**config.mk**
```make
export PLATFORM = sky130hd
export DESIGN_NAME = shadd_mul
export DESIGN_NICKNAME = d
export VERILOG_FILES = /design/src/rtl/shadd_mul_pkg.sv /design/src/rtl/shadd_mul_alu.sv /design/src/rtl/shadd_mul_ctrl.sv /design/src/rtl/shadd_mul_dp.sv /design/src/rtl/shadd_mul.sv
export SDC_FILE = /design/constraint.sdc
export NUM_CORES = 1
export LEC_CHECK = 0
export BUFFER_PORTS_ARGS = -buffer_cell sky130_fd_sc_hd__buf_2
export CAP_MARGIN = 40
export CELL_PAD_IN_SITES_DETAIL_PLACEMENT = 1
export CELL_PAD_IN_SITES_GLOBAL_PLACEMENT = 1
export CORE_MARGIN = 10
export CORE_UTILIZATION = 26
export DETAILED_ROUTE_END_ITERATION = 8
export HOLD_SLACK_MARGIN = 0.15
export PLACE_DENSITY_LB_ADDON = 0.1
export SYNTH_ARGS = -nofsm -noshare
export SYNTH_HDL_FRONTEND = slang
export SYNTH_SLANG_ARGS = --single-unit
```
**constraint.sdc**
```tcl
create_clock -name clk -period 7.5 [get_ports clk]
set_clock_uncertainty 0.15 [all_clocks]
set_input_delay 1.5 -clock clk [delete_from_list [all_inputs] [get_ports clk]]
set_output_delay 1.5 -clock clk [all_outputs]
set_load 0.05 [all_outputs]
```
**src/rtl/shadd_mul_pkg.sv**
```systemverilog
package shadd_mul_pkg;

    typedef enum logic [3:0] {
        OP_SHL  = 4'b0010,
        OP_SHR  = 4'b0011,
        OP_PASS = 4'b0100,
        OP_XOR  = 4'b0110,
        OP_ADD  = 4'b1011
    } alu_op_e;

    localparam int unsigned NSTATE = 8;

    typedef enum logic [NSTATE-1:0] {
        ST_START = 8'b0000_0001,
        ST_GETY  = 8'b0000_0010,
        ST_CLR   = 8'b0000_0100,
        ST_SHX   = 8'b0000_1000,
        ST_ADD   = 8'b0001_0000,
        ST_SHY   = 8'b0010_0000,
        ST_LAST  = 8'b0100_0000,
        ST_OVF   = 8'b1000_0000
    } state_e;

    typedef enum logic [1:0] {
        SRC_BUS = 2'd0,
        SRC_X   = 2'd1,
        SRC_Y   = 2'd2
    } lsrc_e;

    typedef struct packed {
        lsrc_e   lsrc;
        logic    rself;
        alu_op_e op;
        logic    ld_x;
        logic    ld_y;
        logic    ld_r;
        logic    ready;
    } ctl_t;

endpackage

```
**src/rtl/shadd_mul_alu.sv**
```systemverilog
module shadd_mul_alu
    import shadd_mul_pkg::*;
#(
    parameter int unsigned W = 8
) (
    input  alu_op_e      op,
    input  logic [W-1:0] a,
    input  logic [W-1:0] b,
    output logic [W-1:0] res,
    output logic         cy,
    output logic         zf
);
    localparam int unsigned SW = W + 1;

    logic [SW-1:0] sum;

    always_comb begin
        sum = {1'b0, a} + {1'b0, b};
        res = a;
        cy  = 1'b0;
        unique case (op)
            OP_PASS: res = a;
            OP_SHR:  begin res = a >> 1; cy = a[0];   end
            OP_SHL:  begin res = a << 1; cy = a[W-1]; end
            OP_XOR:  res = a ^ b;
            OP_ADD:  begin res = sum[W-1:0]; cy = sum[W]; end
            default: res = a;
        endcase
        zf = (res == '0);
    end
endmodule

```
**src/rtl/shadd_mul_ctrl.sv**
```systemverilog
module shadd_mul_ctrl
    import shadd_mul_pkg::*;
(
    input  logic clk,
    input  logic rst,
    input  logic cy,
    input  logic zf,
    output ctl_t ctl,
    output logic ovf
);
    typedef struct packed {
        state_e st;
        logic   ovf;
    } ctrl_s;

    ctrl_s q, n;

    always_comb begin
        n         = q;
        ctl.lsrc  = SRC_BUS;
        ctl.rself = 1'b0;
        ctl.op    = OP_PASS;
        ctl.ld_x  = 1'b0;
        ctl.ld_y  = 1'b0;
        ctl.ld_r  = 1'b0;
        ctl.ready = 1'b0;
        unique case (q.st)
            ST_START, ST_OVF: begin
                ctl.ld_x  = 1'b1;
                ctl.ready = 1'b1;
                n.st      = ST_GETY;
            end
            ST_GETY: begin
                ctl.ld_y = 1'b1;
                n.st     = ST_CLR;
            end
            ST_CLR: begin
                ctl.lsrc  = SRC_X;
                ctl.rself = 1'b1;
                ctl.op    = OP_XOR;
                ctl.ld_r  = 1'b1;
                n.st      = ST_SHX;
            end
            ST_SHX: begin
                ctl.lsrc = SRC_X;
                ctl.op   = OP_SHR;
                ctl.ld_x = 1'b1;
                unique case ({cy, zf})
                    2'b00:   n.st = ST_SHY;
                    2'b01:   n.st = ST_START;
                    2'b10:   n.st = ST_ADD;
                    default: n.st = ST_LAST;
                endcase
            end
            ST_ADD: begin
                ctl.lsrc = SRC_Y;
                ctl.op   = OP_ADD;
                ctl.ld_r = 1'b1;
                if (cy)      n.st = ST_OVF;
                else if (zf) n.st = ST_START;
                else         n.st = ST_SHY;
            end
            ST_SHY: begin
                ctl.lsrc = SRC_Y;
                ctl.op   = OP_SHL;
                ctl.ld_y = 1'b1;
                n.st     = cy ? ST_OVF : ST_SHX;
            end
            ST_LAST: begin
                ctl.lsrc = SRC_Y;
                ctl.op   = OP_ADD;
                ctl.ld_r = 1'b1;
                n.st     = cy ? ST_OVF : ST_START;
            end
            default: n.st = ST_START;
        endcase
        if (n.st == ST_START)    n.ovf = 1'b0;
        else if (n.st == ST_OVF) n.ovf = 1'b1;
    end

    always_ff @(posedge clk) begin
        if (rst) begin
            q.st  <= ST_START;
            q.ovf <= 1'b0;
        end else begin
            q <= n;
        end
    end

    assign ovf = q.ovf;
endmodule

```
**src/rtl/shadd_mul_dp.sv**
```systemverilog
module shadd_mul_dp
    import shadd_mul_pkg::*;
#(
    parameter int unsigned W = 8
) (
    input  logic         clk,
    input  logic         rst,
    input  logic [W-1:0] bus_in,
    input  ctl_t         ctl,
    output logic [W-1:0] acc,
    output logic         cy,
    output logic         zf
);
    typedef struct packed {
        logic [W-1:0] x;
        logic [W-1:0] y;
        logic [W-1:0] r;
    } regs_s;

    regs_s        q, n;
    logic [W-1:0] left_op, right_op, alu_res;

    always_comb begin
        unique case (ctl.lsrc)
            SRC_X:   left_op = q.x;
            SRC_Y:   left_op = q.y;
            default: left_op = bus_in;
        endcase
        right_op = ctl.rself ? left_op : q.r;
    end

    shadd_mul_alu #(.W(W)) i_alu (
        .op  (ctl.op),
        .a   (left_op),
        .b   (right_op),
        .res (alu_res),
        .cy  (cy),
        .zf  (zf)
    );

    always_comb begin
        n = q;
        if (ctl.ld_x) n.x = alu_res;
        if (ctl.ld_y) n.y = alu_res;
        if (ctl.ld_r) n.r = alu_res;
    end

    always_ff @(posedge clk) begin
        if (rst) q <= '0;
        else     q <= n;
    end

    assign acc = q.r;
endmodule

```
**src/rtl/shadd_mul.sv**
```systemverilog
module shadd_mul
    import shadd_mul_pkg::*;
#(
    parameter int unsigned W = 8
) (
    input  logic         clk,
    input  logic         rst,
    input  logic [W-1:0] bus_in,
    output logic         ready,
    output logic [W-1:0] product,
    output logic         ovf
);
    ctl_t ctl;
    logic alu_cy, alu_zf;

    shadd_mul_ctrl i_ctrl (
        .clk (clk),
        .rst (rst),
        .cy  (alu_cy),
        .zf  (alu_zf),
        .ctl (ctl),
        .ovf (ovf)
    );

    shadd_mul_dp #(.W(W)) i_dp (
        .clk    (clk),
        .rst    (rst),
        .bus_in (bus_in),
        .ctl    (ctl),
        .acc    (product),
        .cy     (alu_cy),
        .zf     (alu_zf)
    );

    assign ready = ctl.ready;
endmodule

```
# After elaboration in Yosys (flattened, before gate mapping)
# Index checks and enable logic that the tools add are counted.
[word_totals] reg_bits=33 out_inout_bits=10 word_cells=52 input_bits=10
[classes] addsub=1 eq_ne=18 reduce_logical=10 bitwise_logic=1 muxes=17
[ops] operator="$pmux 8 s7" count=1
[ops] operator="$mux 8" count=4
[ops] operator="$pmux 8 s4" count=1
[ops] operator="$pmux 7 s3" count=1
[ops] operator="$eq 8x1->1 const B" count=2
[ops] operator="$eq 8x8->1 const B" count=2
[ops] operator="$pmux 4 s4" count=1
[ops] operator="$pmux 8 s2" count=1
[ops] operator="$reduce_or 2->1" count=5
[ops] operator="$add 8x8->9" count=1
[ops] operator="$reduce_or 3->1" count=3
[ops] operator="$eq 4x2->1 const B" count=2
[ops] operator="$eq 8x2->1 const B" count=1
[ops] operator="$eq 8x3->1 const B" count=1
[ops] operator="$eq 8x4->1 const B" count=1
[ops] operator="$eq 8x5->1 const B" count=1
[ops] operator="$eq 8x6->1 const B" count=1
[ops] operator="$eq 8x7->1 const B" count=1
[ops] operator="$logic_not 8->1" count=1
[ops] operator="$xor 8x8->8" count=1
[ops] operator="$mux 6" count=1
[ops] operator="$mux 1" count=5
[ops] operator="$eq 2x1->1 const B" count=2
[ops] operator="$eq 2x2->1 const B" count=2
[ops] operator="other kinds (5)" count=5

# Depth between registers and ports, before layout
[logic_depth] ltp_word=14 depth_mapped=22 depth_no_buf=19

# Cells and area by module
# Synthesis repeated with hierarchy kept, for this count alone.
[hier_totals] hier_cells=316 hier_area_um2=2643.8
[modules_own_cells] mod="shadd_mul_dp" seq_area_each_um2=480.5 area_per_inst_um2=1288.7 cells_each=133 instances=1
[modules_own_cells] mod="shadd_mul_alu" seq_area_each_um2=0.0 area_per_inst_um2=765.7 cells_each=108 instances=1
[modules_own_cells] mod="shadd_mul_ctrl" seq_area_each_um2=180.2 area_per_inst_um2=589.3 cells_each=75 instances=1

# Worst setup path after synthesis
# OpenSTA, ideal clock, no wires.
[synth_path] path_type="register to register" startpoint="register i_ctrl.q[2] (netlist name)" endpoint="register i_ctrl.q[7] (netlist name)" setup_slack_ps=2788 setup_time_ps=87 period_less_slack_ps=4712 required_ps=7263 path_stages_with_launch=20 n_path_buf=2 arrival_time_ps=4475 path_cell_list="dfxtp_1 -> nor3_2 -> buf_2 -> nand3_1 -> and2_1 -> ha_1 -> buf_2 -> o21ai_0 -> inv_1 -> o21ai_0 -> inv_1 -> fa_1 -> nand2b_1 -> a21oi_1 -> xor2_1 -> a221oi_1 -> a21oi_1 -> nor4_2 -> and2_1 -> nor4b_4"
[synth_between] elab_chain_cells=12 elab_cells_between_ends=33 classes_between="add/sub (1); eq/ne (16); mux (9); bitwise (1); reduce/logical (6)"
[synth_rtl] item="start: declaration" line_no="shadd_mul_ctrl.sv:16" rtl="ctrl_s q, n;"
[synth_rtl] item="start signal: assignment" line_no="shadd_mul_ctrl.sv:86" rtl="q <= n;"
[synth_rtl] item="$eq 8x6->1, or another cell as far along" line_no="shadd_mul_ctrl.sv:27" rtl="unique case (q.st)"
[synth_rtl] item="$reduce_or 3->1 (no source line) or $reduce_or 2->1 (tied branches)"
[synth_rtl] item="$pmux 2 s2" line_no="shadd_mul_ctrl.sv:27"
[synth_rtl] item="$eq 2x2->1 or $eq 2x1->1 (tied branches)" line_no="shadd_mul_dp.sv:24" rtl="unique case (ctl.lsrc)"
[synth_rtl] item="$pmux 8 s2" line_no="shadd_mul_dp.sv:24"
[synth_rtl] item="$mux 8" line_no="shadd_mul_dp.sv:29" rtl="right_op = ctl.rself ? left_op : q.r;"
[synth_rtl] item="$add 8x8->9 or $xor 8x8->8 (tied branches)" line_no="shadd_mul_alu.sv:18, shadd_mul_alu.sv:25"
[synth_rtl] item="$pmux 8 s4" line_no="shadd_mul_alu.sv:21" rtl="unique case (op)"
[synth_rtl] item="$logic_not 8->1" line_no="shadd_mul_alu.sv:29" rtl="zf = (res == '0);"
[synth_rtl] item="$eq 2x2->1, or another cell as far along" line_no="shadd_mul_ctrl.sv:48" rtl="unique case ({cy, zf})"
[synth_rtl] item="$pmux 7 s3" line_no="shadd_mul_ctrl.sv:48"
[synth_rtl] item="$pmux 8 s7 *" line_no="shadd_mul_ctrl.sv:27"
# Mark *: on every way between the ends. The rest lies on a longest branch, timed or not.
# A chain may end at the register's enable or synchronous reset.

# Final worst setup path
[layout_path] startpoint="register i_ctrl.q[4] (netlist name)" endpoint="register i_ctrl.q[7] (netlist name)"
# Same word-level chain as after synthesis.

==> metrics <==
status complete, no violations; DIE AREA 13200 sq um; Synth async-reset ratio 0%; min-delay worst type flip-flop to flip-flop; Leak 0.00108 uW; setup TNS 0 ns; min cycle time layout 5.64 ns; relative slew slack 44.5%; largest net degree at the start of global routing 33; met2 Track Usage GR 19.0%; Worst EP arrival 5.70 ns; slowest library cell on the worst path o21ai_0; worst reg2reg endpoint i_ctrl.q[7]; Longest Clk Path Bufs 2; initial drt markers 84; Non-Filler Instances 407; CTS Hold Bufs 0; Yosys reg bits 33; delay of the slowest critical-path stage 0.51 ns; final setup vio count 0; post-synthesis sequential area ratio 28.1%; # IOs 20; Remaining DRCs 0; Slew @ Worst Pin 0.824 ns; Final Worst Setup Slack 1.86 ns; Placeable Area 8760 sq um; Highest Clock Rate 0.177 GHz; CTS tree done; diode count 0; row cnt 34; main flop type after synthesis dfxtp_1; Final period util 75.2%; final wirelength 7620 um; worst path required time 7.56 ns; Synthesis Warnings 0; post-CTS setup buffer count 0; Worst-Skew Late Latency 0.29 ns; unrepaired setup endpoints after global routing no; FILL cells 1059; Port-buffer cells 19; Synth Cell Area 2350 sq um; M3 GR Usage 2.19%; Crit path depth 19; Die Width 115 um; PD cells 177 nW/um^2; Top delay family on crit path simple AND/OR/NAND/NOR gates; Post-synth EDFFs 0; GRT Total Usage 11.9%; CP Max Fanout 8; gr busiest metal met2; FF-to-FF path depth 19; Worst R2R Start i_ctrl.q[4]; Worst Setup EP i_ctrl.q[7]; Setup Crit Path Kind flip-flop to flip-flop; Worst VDD drop 0.0642 mV; global-route wire length before repair 12600 um; dpl ws 1.94 ns; Worst Setup SP i_ctrl.q[4]; CP startpoint kind flip-flop; Total Power 450 uW; Post-DRT Antenna Nets 0; area grow syn2layout 8.25%; Vias/cell 5.16; Post-Synthesis Cells 293; layout cell share with drive strength beyond 1 14.7%; Die Y 115 um; CTS clk-pin slew, worst paths 0.08 ns; post-layout net count 319; Mapped Avg Cell Area 8.02 sq um; max-cap viol count 0; Unique masters post-synth 61; flop-to-flop setup slack 1.86 ns; crit path cell chain nor2b_1, nand3_1, and2_1, inv_1, ha_1, a22oi_1, o21ai_0, inv_1, o21ai_0, inv_1, fa_1, nand2b_1, a21oi_1, xor2_1, a221oi_1, a21oi_1, nor4_2, and2_1, nor4b_4; CTS Buf Count 5; placed cells 399; post-CTS resize count 0; routability cong. 0.771; routed vias 2101; Worst Setup End Kind flip-flop; Synthesized Nets 314; CTS HTree Levels 2; final slew viol count 0; dpl hpwl 5930 um; initial antenna violation count 0; final hold violations 0; met1 Track Usage GR 16.1%; Worst Path Buf+Inv 3; TritonCTS Sinks 33; most used cell, CP inv_1; first-pass iteration count of the detailed router 4; total congestion overflow 0; number of global-route vias before repair 2279; commonest non-fill, non-tap cell in the layout nor2_1; commonest cells after routing, fill and taps aside nor2_1, dfxtp_1, nand2_1; Root Driver clkbuf_8; initial core utilization 26.8%; post-DR wirelength/cell 18.7 um
==> per-layer routing <==
metal  up-vias  share of wire, %
met5         -                 0
met3         2               4.6
li1       1064                 -
met1      1003                49
met2        32                46
met4         0              0.46
==> cell usage after synthesis (all sizes together) (3+ instances only) <==
cell     n  share of area (%)
o21a     4                1.3
a211oi   7                2.2
inv     18                2.9
mux2i   13                5.5
nand2b   4                1.1
ha      10                5.3
nand3    4               0.85
a221o    3                1.3
nor3     4                1.5
nor4     4                1.3
and4     3                1.1
clkbuf   6               0.96
dfxtp   33                 28
xnor2    4                1.5
a21oi   20                4.3
o21ai   17                3.9
a31oi    3               0.80
nand2   25                4.0
nor2    34                5.4
and3     3               0.80
nor2b    5                1.3
o22ai    4                1.1
and2     3               0.80
a22oi    7                2.2
buf     18                5.2
==> sequential cells by signal, indices dropped and copies added, names as in the netlist <==
signal,flops
i_dp.acc,8
i_dp.q,16
i_ctrl.ovf,1
i_ctrl.q,8
==> where the power goes <==
group	leakage, uW	switching (uW)	internal (uW)
Sequential	0.000269	9.33	189
Clock	0.0000439	75.0	64.2
Combinational	0.000769	73.8	38.8
Total	0.00108	158	292
==> through the flow <==
step / hold slack [ns] / util [%] / instance area, sq um
CTS: 0.333 / 29.0 / 2540
global placement: 0.313 / 28.0 / 2450
finish: 0.325 / 29.0 / 2540
detailed placement: 0.322 / 28.0 / 2460
global route: 0.371 / 29.0 / 2540
floorplan: 0.296 / - / 2350
==> cell type report <==
class	instances	area (sq um)	share of cell area, %
Inverter	18	67.6	2.66
Sequential cell	33	661	26.0
Clock inverter	3	17.5	0.689
Tap cell	108	135	5.31
Multi-Input combinational cell	218	1480	58.0
Clock buffer	5	68.8	2.71
Timing Repair Buffer	22	118	4.62
==> kinds of logic (layout without fill, tap and decap cells) <==
kind of cell | after synthesis | count (layout) | synth area share, %
compound gates | 90 | 90 | 26.8
fa+ha+maj | 11 | 11 | 6.18
mux | 15 | 15 | 6.50
flops | 33 | 33 | 28.1
buf+inv | 42 | 48 | 9.05
xor+xnor | 6 | 6 | 2.24
simple gates | 96 | 96 | 21.1
==> how the worst min path moves through the flow <==
stage | slack [ns] | from | to | cells past startpoint
finish | 0.32 | i_dp.acc[7] | i_dp.acc[7] | 2
floorplan | 0.30 | i_dp.acc[7] | i_dp.acc[7] | 2
CTS | 0.33 | i_dp.acc[7] | i_dp.acc[7] | 2
global route | 0.37 | i_dp.acc[2] | i_dp.acc[2] | 2
detailed placement | 0.32 | i_dp.acc[7] | i_dp.acc[7] | 2
global placement | 0.31 | i_dp.acc[2] | i_dp.acc[2] | 2
==> worst register-to-register path, delay by kind of cell, from the launching register on <==
kind                       cells  cell delay [ns]
xor gates and xnor gates       1             0.12
and+or+nand+nor                7             2.00
adders and majority gates      2             0.77
buffers and inverters          3             0.34
AOI/OAI and AO/OA              6             1.68
DFF                            1             0.50
(Power assumes the default switching activity.)
